**config.mk**
```make
export PLATFORM = sky130hd
export DESIGN_NAME = idpage_ctl
export DESIGN_NICKNAME = d
export VERILOG_FILES = /design/src/rtl/idpage_pkg.sv /design/src/rtl/idp_frame_ctl.sv /design/src/rtl/idp_page_store.sv /design/src/rtl/idp_read_path.sv /design/src/rtl/idpage_ctl.sv
export SDC_FILE = /design/constraint.sdc
export NUM_CORES = 1
export LEC_CHECK = 0
export ABC_AREA = 1
export BUFFER_PORTS_ARGS = -buffer_cell sky130_fd_sc_hd__buf_2
export CORE_MARGIN = 2
export CORE_UTILIZATION = 55
export DETAILED_ROUTE_END_ITERATION = 10
export PLACE_DENSITY_LB_ADDON = 0.1
export RECOVER_POWER = 100
export SYNTH_ARGS = -nofsm -noshare
export SYNTH_HDL_FRONTEND = slang
export SYNTH_HIERARCHICAL = 1
export SYNTH_SLANG_ARGS = --single-unit
```
**constraint.sdc**
```tcl
create_clock -name clk -period 2.7 [get_ports clk]
set_input_delay 0.54 -clock clk [delete_from_list [all_inputs] [get_ports clk]]
set_output_delay 0.54 -clock clk [all_outputs]
set_load 0.05 [all_outputs]
```
**src/rtl/idpage_pkg.sv**
```systemverilog
package idpage_pkg;

    localparam int BYTE_W = 8;

    typedef enum logic [2:0] {
        FR_IDLE    = 3'd0,
        FR_RD_PAGE = 3'd1,
        FR_RD_STAT = 3'd2,
        FR_WR_PAGE = 3'd3,
        FR_WR_LOCK = 3'd4
    } frame_e;

    typedef struct packed {
        logic commit_page;
        logic commit_lock;
        logic refuse;
    } end_act_t;

    function automatic frame_e frame_of(input logic is_write, input logic sel);
        if (is_write) return sel ? FR_WR_LOCK : FR_WR_PAGE;
        return sel ? FR_RD_STAT : FR_RD_PAGE;
    endfunction

    function automatic logic [BYTE_W-1:0] status_byte(input logic lk);
        return {{(BYTE_W-1){1'b0}}, lk};
    endfunction

    function automatic logic is_wr_frame(input frame_e f);
        return (f == FR_WR_PAGE) || (f == FR_WR_LOCK);
    endfunction

endpackage

```
**src/rtl/idp_frame_ctl.sv**
```systemverilog
module idp_frame_ctl
    import idpage_pkg::*;
(
    input  logic     clk,
    input  logic     rst,
    input  logic     cmd_valid,
    input  logic     cmd_write,
    input  logic     cmd_sel,
    input  logic     wr_byte_valid,
    input  logic     cs_rise,
    input  logic     wren_set,
    input  logic     wrdi,
    output frame_e   frame,
    output end_act_t act,
    output logic     wel,
    output logic     locked,
    output logic     prog_start,
    output logic     write_refused
);

    logic got_byte_q;

    // Decision taken at the end of a write-class frame
    always_comb begin
        act = '0;
        if (cs_rise && is_wr_frame(frame) && got_byte_q && wel) begin
            if (locked) begin
                act.refuse = 1'b1;
            end else if (frame == FR_WR_PAGE) begin
                act.commit_page = 1'b1;
            end else begin
                act.commit_lock = 1'b1;
            end
        end
    end

    always_ff @(posedge clk) begin
        if (rst) begin
            frame      <= FR_IDLE;
            got_byte_q <= 1'b0;
        end else if (cs_rise) begin
            frame      <= FR_IDLE;
            got_byte_q <= 1'b0;
        end else if (cmd_valid) begin
            frame      <= frame_of(cmd_write, cmd_sel);
            got_byte_q <= 1'b0;
        end else if (wr_byte_valid && is_wr_frame(frame)) begin
            got_byte_q <= 1'b1;
        end
    end

    always_ff @(posedge clk) begin
        if (rst) begin
            wel <= 1'b0;
        end else if (act.commit_page || act.commit_lock || act.refuse) begin
            wel <= 1'b0;
        end else if (wren_set) begin
            wel <= 1'b1;
        end else if (wrdi) begin
            wel <= 1'b0;
        end
    end

    // Sticky lock: only power-on reset clears it
    always_ff @(posedge clk) begin
        if (rst) begin
            locked <= 1'b0;
        end else if (act.commit_lock) begin
            locked <= 1'b1;
        end
    end

    always_ff @(posedge clk) begin
        if (rst) begin
            prog_start    <= 1'b0;
            write_refused <= 1'b0;
        end else begin
            prog_start    <= act.commit_page || act.commit_lock;
            write_refused <= act.refuse;
        end
    end

endmodule

```
**src/rtl/idp_page_store.sv**
```systemverilog
module idp_page_store
    import idpage_pkg::*;
#(
    parameter int PAGE_BYTES = 32,
    localparam int OFF_W     = $clog2(PAGE_BYTES)
) (
    input  logic              clk,
    input  logic              rst,
    input  logic              frame_start,
    input  logic              frame_end,
    input  logic [OFF_W-1:0]  base_off,
    input  logic              wr_en,
    input  logic [BYTE_W-1:0] wr_byte,
    input  logic              commit,
    input  logic [OFF_W-1:0]  rd_off,
    output logic [BYTE_W-1:0] rd_byte
);

    logic [BYTE_W-1:0]     page_rd  [PAGE_BYTES];
    logic [BYTE_W-1:0]     stage_rd [PAGE_BYTES];
    logic [PAGE_BYTES-1:0] mask_q;
    logic [OFF_W-1:0]      wptr_q;

    // Write pointer wraps modulo the page size
    always_ff @(posedge clk) begin
        if (rst) begin
            wptr_q <= '0;
        end else if (frame_start) begin
            wptr_q <= base_off;
        end else if (wr_en) begin
            wptr_q <= wptr_q + 1'b1;
        end
    end

    always_ff @(posedge clk) begin
        if (rst || frame_start || frame_end) begin
            mask_q <= '0;
        end else if (wr_en) begin
            mask_q[wptr_q] <= 1'b1;
        end
    end

    for (genvar g = 0; g < PAGE_BYTES; g++) begin : g_cell
        logic [BYTE_W-1:0] cell_q;
        logic [BYTE_W-1:0] stage_q;

        always_ff @(posedge clk) begin
            if (rst) begin
                stage_q <= '0;
            end else if (wr_en && !frame_start && !frame_end && wptr_q == OFF_W'(g)) begin
                stage_q <= wr_byte;
            end
        end

        always_ff @(posedge clk) begin
            if (rst) begin
                cell_q <= '1;
            end else if (commit && mask_q[g]) begin
                cell_q <= stage_q;
            end
        end

        assign page_rd[g]  = cell_q;
        assign stage_rd[g] = stage_q;
    end

    assign rd_byte = page_rd[rd_off];

endmodule

```
**src/rtl/idp_read_path.sv**
```systemverilog
module idp_read_path
    import idpage_pkg::*;
#(
    parameter int PAGE_BYTES = 32,
    localparam int OFF_W     = $clog2(PAGE_BYTES)
) (
    input  logic              clk,
    input  logic              rst,
    input  logic              load,
    input  logic [OFF_W-1:0]  base_off,
    input  logic              rd_byte_req,
    input  frame_e            frame,
    input  logic              locked,
    input  logic [BYTE_W-1:0] page_byte,
    output logic [OFF_W-1:0]  rd_ptr,
    output logic [BYTE_W-1:0] rd_data
);

    localparam logic [OFF_W-1:0] LAST_OFF = OFF_W'(PAGE_BYTES - 1);

    // Pointer stops at the last offset: reads never leave the page
    always_ff @(posedge clk) begin
        if (rst) begin
            rd_ptr <= '0;
        end else if (load) begin
            rd_ptr <= base_off;
        end else if (rd_byte_req && frame == FR_RD_PAGE && rd_ptr != LAST_OFF) begin
            rd_ptr <= rd_ptr + 1'b1;
        end
    end

    always_comb begin
        unique case (frame)
            FR_RD_PAGE: rd_data = page_byte;
            FR_RD_STAT: rd_data = status_byte(locked);
            default:    rd_data = '0;
        endcase
    end

endmodule

```
**src/rtl/idpage_ctl.sv**
```systemverilog
module idpage_ctl
    import idpage_pkg::*;
#(
    parameter int PAGE_BYTES = 32,
    localparam int OFF_W     = $clog2(PAGE_BYTES)
) (
    input  logic              clk,
    input  logic              rst,
    input  logic              cmd_valid,
    input  logic              cmd_write,
    input  logic              cmd_sel,
    input  logic [OFF_W-1:0]  cmd_off,
    input  logic              wr_byte_valid,
    input  logic [BYTE_W-1:0] wr_byte,
    input  logic              rd_byte_req,
    input  logic              cs_rise,
    input  logic              wren_set,
    input  logic              wrdi,
    output logic [BYTE_W-1:0] rd_data,
    output logic              wel,
    output logic              locked,
    output logic              prog_start,
    output logic              write_refused
);

    frame_e            frame;
    end_act_t          act;
    logic [OFF_W-1:0]  rd_ptr;
    logic [BYTE_W-1:0] page_byte;
    logic              store_wr;
    logic              rd_load;

    assign store_wr = wr_byte_valid && (frame == FR_WR_PAGE);
    assign rd_load  = cmd_valid && !cs_rise;

    idp_frame_ctl u_frame (
        .clk           (clk),
        .rst           (rst),
        .cmd_valid     (cmd_valid),
        .cmd_write     (cmd_write),
        .cmd_sel       (cmd_sel),
        .wr_byte_valid (wr_byte_valid),
        .cs_rise       (cs_rise),
        .wren_set      (wren_set),
        .wrdi          (wrdi),
        .frame         (frame),
        .act           (act),
        .wel           (wel),
        .locked        (locked),
        .prog_start    (prog_start),
        .write_refused (write_refused)
    );

    idp_page_store #(.PAGE_BYTES(PAGE_BYTES)) u_store (
        .clk         (clk),
        .rst         (rst),
        .frame_start (rd_load),
        .frame_end   (cs_rise),
        .base_off    (cmd_off),
        .wr_en       (store_wr),
        .wr_byte     (wr_byte),
        .commit      (act.commit_page),
        .rd_off      (rd_ptr),
        .rd_byte     (page_byte)
    );

    idp_read_path #(.PAGE_BYTES(PAGE_BYTES)) u_read (
        .clk         (clk),
        .rst         (rst),
        .load        (rd_load),
        .base_off    (cmd_off),
        .rd_byte_req (rd_byte_req),
        .frame       (frame),
        .locked      (locked),
        .page_byte   (page_byte),
        .rd_ptr      (rd_ptr),
        .rd_data     (rd_data)
    );

endmodule

```
After elaboration in Yosys (flattened, before gate mapping). Index checks and enable logic that the tools add are counted. W data, S select, Z words.

Register bits after elaboration: 562. Input bits: 23. Output and inout port bits: 12. Logic and storage cells: 230.

$add $sub $neg: 2. Order comparisons: 3. Equality and inequality tests: 36. Multiplexer cells: 25. Bitwise operators: 2. Reductions and logical operators: 89.

Operators with widths (number): $eq A5 B5 Y1 const B (16); $logic_and A1 B1 Y1 (75); $bmux W8 S5 (1); $eq A5 B4 Y1 const B (8); $or A32 B32 Y32 (1); $eq A5 B3 Y1 const B (4); $mux W5 (4); $mux W8 (2); $pmux W8 S2 (1); $mux W3 (4); $add A5 B1 Y5 const B (2); $eq A5 B2 Y1 const B (2); $mux W1 (10); $eq A3 B2 Y1 const B (2); $ge A6 B6 Y1 const B (1); $lt A5 B6 Y1 const B (1); $not A5 Y6 (1); $reduce_bool A2 Y1 (3); $demux W1 S5 (1); $eq A5 B1 Y1 const B (1); $ge A5 B1 Y1 const B (1); $logic_not A5 Y1 (1); $logic_or A1 B1 Y1 (5); $ne A5 B5 Y1 const B (1); 6 further kinds (9).

Logic depth before layout (Yosys ltp).
Depth after elaboration: 9. Depth in mapped cells: 13. Mapped depth without buffers: 11.

By module. The synthesis kept the hierarchy.

Modules (own cells, without submodules): idp_page_store (times used 1, cells each 2851, area an instance 21480.6 sq um, seq. area each 10990.5 sq um); idp_read_path (times used 1, cells each 70, area an instance 420.4 sq um, seq. area each 100.1 sq um); idp_frame_ctl (times used 1, cells each 51, area an instance 367.9 sq um, seq. area each 160.2 sq um); idpage_ctl (times used 1, cells each 6, area an instance 25.0 sq um, seq. area each 0.0 sq um).

Least setup slack after synthesis. No wires, ideal clock.

Path kind: reg-to-output. Start: reg u_read.rd_ptr[0]. End: out rd_data[4]. Arrival time: 2.088 ns. Required time: 2.160 ns. Setup slack: 0.072 ns. Cell stages (with the launch flop): 14. Buffers on the path: 2. Path through: dfxtp_1 inv_1 clkbuf_1 clkbuf_1 nand2_1 nand3_1 nand3_1 nand2_1 nand2_1 nand2_1 nand2_1 nand2_1 inv_1 nor2_1.

Cells in the longest elaborated chain, start to end: 5.

Ends and longest elaborated chain: start, declared (RTL line idp_read_path.sv:15) `output logic [OFF_W-1:0] rd_ptr,`; start signal, assigned (RTL line idp_read_path.sv:26) `rd_ptr <= base_off;`; start signal, assigned (RTL line idp_read_path.sv:28) `rd_ptr <= rd_ptr + 1'b1;`; $not A5 Y6 (not written as such) (RTL line idp_page_store.sv:67) `assign rd_byte = page_rd[rd_off];`; $bmux W8 S5 (RTL line idp_page_store.sv:67); $mux W8 (not written as such) (2 in series) (RTL line idp_page_store.sv:67); via page_byte[4] (RTL line idpage_ctl.sv:29) `logic [BYTE_W-1:0] page_byte;`; $pmux W8 S2 (RTL line idp_read_path.sv:33) `unique case (frame)`; end, declared (RTL line idpage_ctl.sv:19) `output logic [BYTE_W-1:0] rd_data,`.

The timed path passes the listed nets, and every way through them passes these cells. The select of a mux whose other input is x is not followed.

Final worst setup path.
Start: reg u_read.rd_ptr[0]. End: out rd_data[7].

The elaborated chain is that of the path after synthesis.

==> results by group <==
Finish
  • Relative area change from synthesis to final layout: 16.4%
  • Leading cell type in the layout, fill and taps excluded: nand2_1
  • # fillers: 3490
  • Most frequent cells in the layout: nand2_1, dfxtp_1, nand3_1
  • Multi-input logic area: 10300 µm²
  • Fraction of final layout cells sized beyond drive strength 1: about an eighth
  • Number of nets in the final layout: 3006
  • Antenna diode count: 0
  • FF/Latch Area: 11300 µm²
  • Finished Layout Cells: roughly 3500

Worst setup path
  • CP Capture Type: output port
  • Data arrival time of the critical path: roughly 2500 ps
  • Crit path required time: 2160 ps
  • Highest fanout seen on the critical path: 8
  • Cell type of the slowest stage on the worst timing path: dfxtp_4
  • Critical path type: flip-flop to output port
  • Maximum cell stage delay along the critical path: 490 ps
  • Crit path launch type: flip-flop
  • Cell Chain, Critical Path: buf_16, buf_8, nand2_1, nand3_2, nand3_2, nand2_2, nand2_1, nand2_1, nand2_1, nand2_2, inv_1, nor2_2, buf_6
  • Most repeated library cell on the critical path: nand2_1

CTS
  • Number of sinks on the clock net: between 500 and 600
  • Clock edge transition at the registers on the reported setup and hold paths: 60 ps
  • Longest Clk Path Bufs: 3
  • Number of H-tree levels: 2
  • Clock tree from TritonCTS: done
  • Source-to-sink clock delay at the later pin of the worst-skew pair: 620 ps
  • Number of buffers inserted during clock tree synthesis: 56
  • CTS root buffer: clkbuf_16
  • Hold Buf Count CTS: 0

Timing
  • Tmin final: 3040 ps
  • Crit path setup slack, layout: -336 ps
  • Final count of negative-setup-slack endpoints: 44
  • Final-layout worst hold slack: roughly 130 ps
  • Final slew viol count: 0
  • Max Clk Rate: 329 MHz
  • RSZ-0062 raised after global routing: yes
  • Period utilization: 112%
  • Final setup TNS: -3860 ps
  • Endpoints failing hold: 0
  • Worst Max-Slew Pin Slew: 1170 ps
  • Headroom to the max-slew limit: 22.2%
  • Post-route clock skew: 23.5 ps

Pwr
  • Part of the power in combinational logic: 8.6%
  • Part of the power in the clock network: 44.7%
  • Switching share of power: 24.5%
  • Sequential share of power: 46.7%
  • Internal power: 13.5 mW
  • Peak supply drop: 0.573 mV
  • Switching power: around 4.4 mW
  • Standby leakage power: 12.1 nW
  • Pwr/cell area: 687 nW/µm²

Placement
  • Setup slack after placement: 63.6 ps
  • Half-perimeter wire length after placement: 42200 µm
  • Quantity of I/O buffers inserted on ports: 34
  • Dpl cells: 3413
  • Weighted congestion at the end of routability-driven global placement: 0.977

Yosys
  • Yosys warns: 6
  • Post-Syn Area per Cell: 7.49 µm²
  • Count of mapped cells out of synthesis: 2976
  • Cell area after technology mapping: between 20000 and 25000 µm²
  • Post-synthesis net count: ~3000

Die
  • Die Footprint: 42100 µm²
  • Placeable core region: 39800 µm²
  • Site row count: 73
  • Die height: 205 µm
  • Initial Utilization: 56.0%
  • Die Span X: 205 µm
  • I/O pins: 35

Job
  • Number of maximum-capacitance violations: 0

Status
  • Outcome: finished with violations
  • Failing checks: negative setup slack

Route
  • Per-cell routed wire length: 19.6 µm
  • Vias: 20400
  • Post-detailed-route count of antenna-violating nets: 0
  • Post-detailed-route via-to-cell ratio: 5.78
  • Routed Wire Length: 69200 µm
  • 1st-pass router iterations: 6
  • DRC Markers: 0
  • Number of violations reported at the end of detailed-routing iteration 0: around 2300

Global route
  • Antenna violations before repair: 2
  • First-pass GRT wire length: 104000 µm
  • Via count of the first global-routing pass: 18700
  • Total routing usage reported by global routing: between 30% and 40%
  • Pin count of the biggest net entering global routing: 129
  • Total grt overflow: 0

Min path
  • Worst min-delay path category: primary input to flip-flop
[timing repair]
item                       CTS  global route
setup endpoints to repair    8             8
cloned                       6            14
pin swaps                    2            97
buffers inserted             5             1
gates resized for setup     61           132
[final cells by class]
| class | instances | share of cell area [%] |
|---|---|---|
| clock buffer | 79 | 6.32 |
| clock inverter | 21 | 0.931 |
| inverter | 112 | 1.71 |
| multi-input combinational | 2123 | 39.9 |
| sequential | 562 | 43.4 |
| tap | 525 | 2.53 |
| timing repair buffer | 115 | 5.20 |
[per-layer routing]
layer / global-route usage, % / up-vias / part of all wire [%]
met5: 0 / - / 0.019
met4: 10.4 / 2 / 3.2
met3: 5.00 / 149 / 8.3
met2: 49.3 / 822 / 44
met1: 44.8 / 9666 / 44
li1: - / 9801 / -
[power by group through the flow]
stage | logic, mW | clock network (mW) | registers, mW
after CTS | 1.29 | 8.03 | 8.33
after floorplan | 0.696 | 0 | 8.51
final | 1.53 | 7.97 | 8.33
after global placement | 1.16 | 0 | 8.51
after global routing | 1.61 | 8.37 | 8.33
after detailed placement | 1.16 | 0 | 8.51
[through the flow]
stage	utilization, %	area (µm²)	total power [mW]
after global routing	65.1	25900	18.3
after detailed placement	57.5	22900	9.66
after floorplan	-	22300	9.20
after global placement	57.5	22900	9.66
after CTS	63.4	25200	17.6
final	65.1	25900	17.8
[worst paths after layout]
| path | start | to | slack [ps] | cells past startpoint |
|---|---|---|---|---|
| setup / recovery | u_read/rd_ptr[0] | rd_data[7] | -340 | 13 |
| hold / removal | cmd_sel | u_frame/frame[0] | 130 | 2 |
| setup reg to reg | u_frame/frame[1] | u_store/g_cell[21].stage_q[5] | -120 | 9 |
| hold reg to reg | u_store/g_cell[10].stage_q[3] | u_store/g_cell[10].cell_q[3] | 440 | 2 |
[critical path: cells and delay by family, from the launching register on]
family	cells	cell delay (ps)
simple gates	9	810
buf+inv	4	560
flops	1	490
[state kept, by name (all words and copies together) (netlist names), 3 cells and up]
register and count:
u_store/wptr_q 5, u_frame/frame 3, u_store/g_cell.cell_q 256, u_read/rd_ptr 5
u_store/g_cell.stage_q 256, u_store/mask_q 32
No activity file was read; power rests on OpenSTA's default activity.
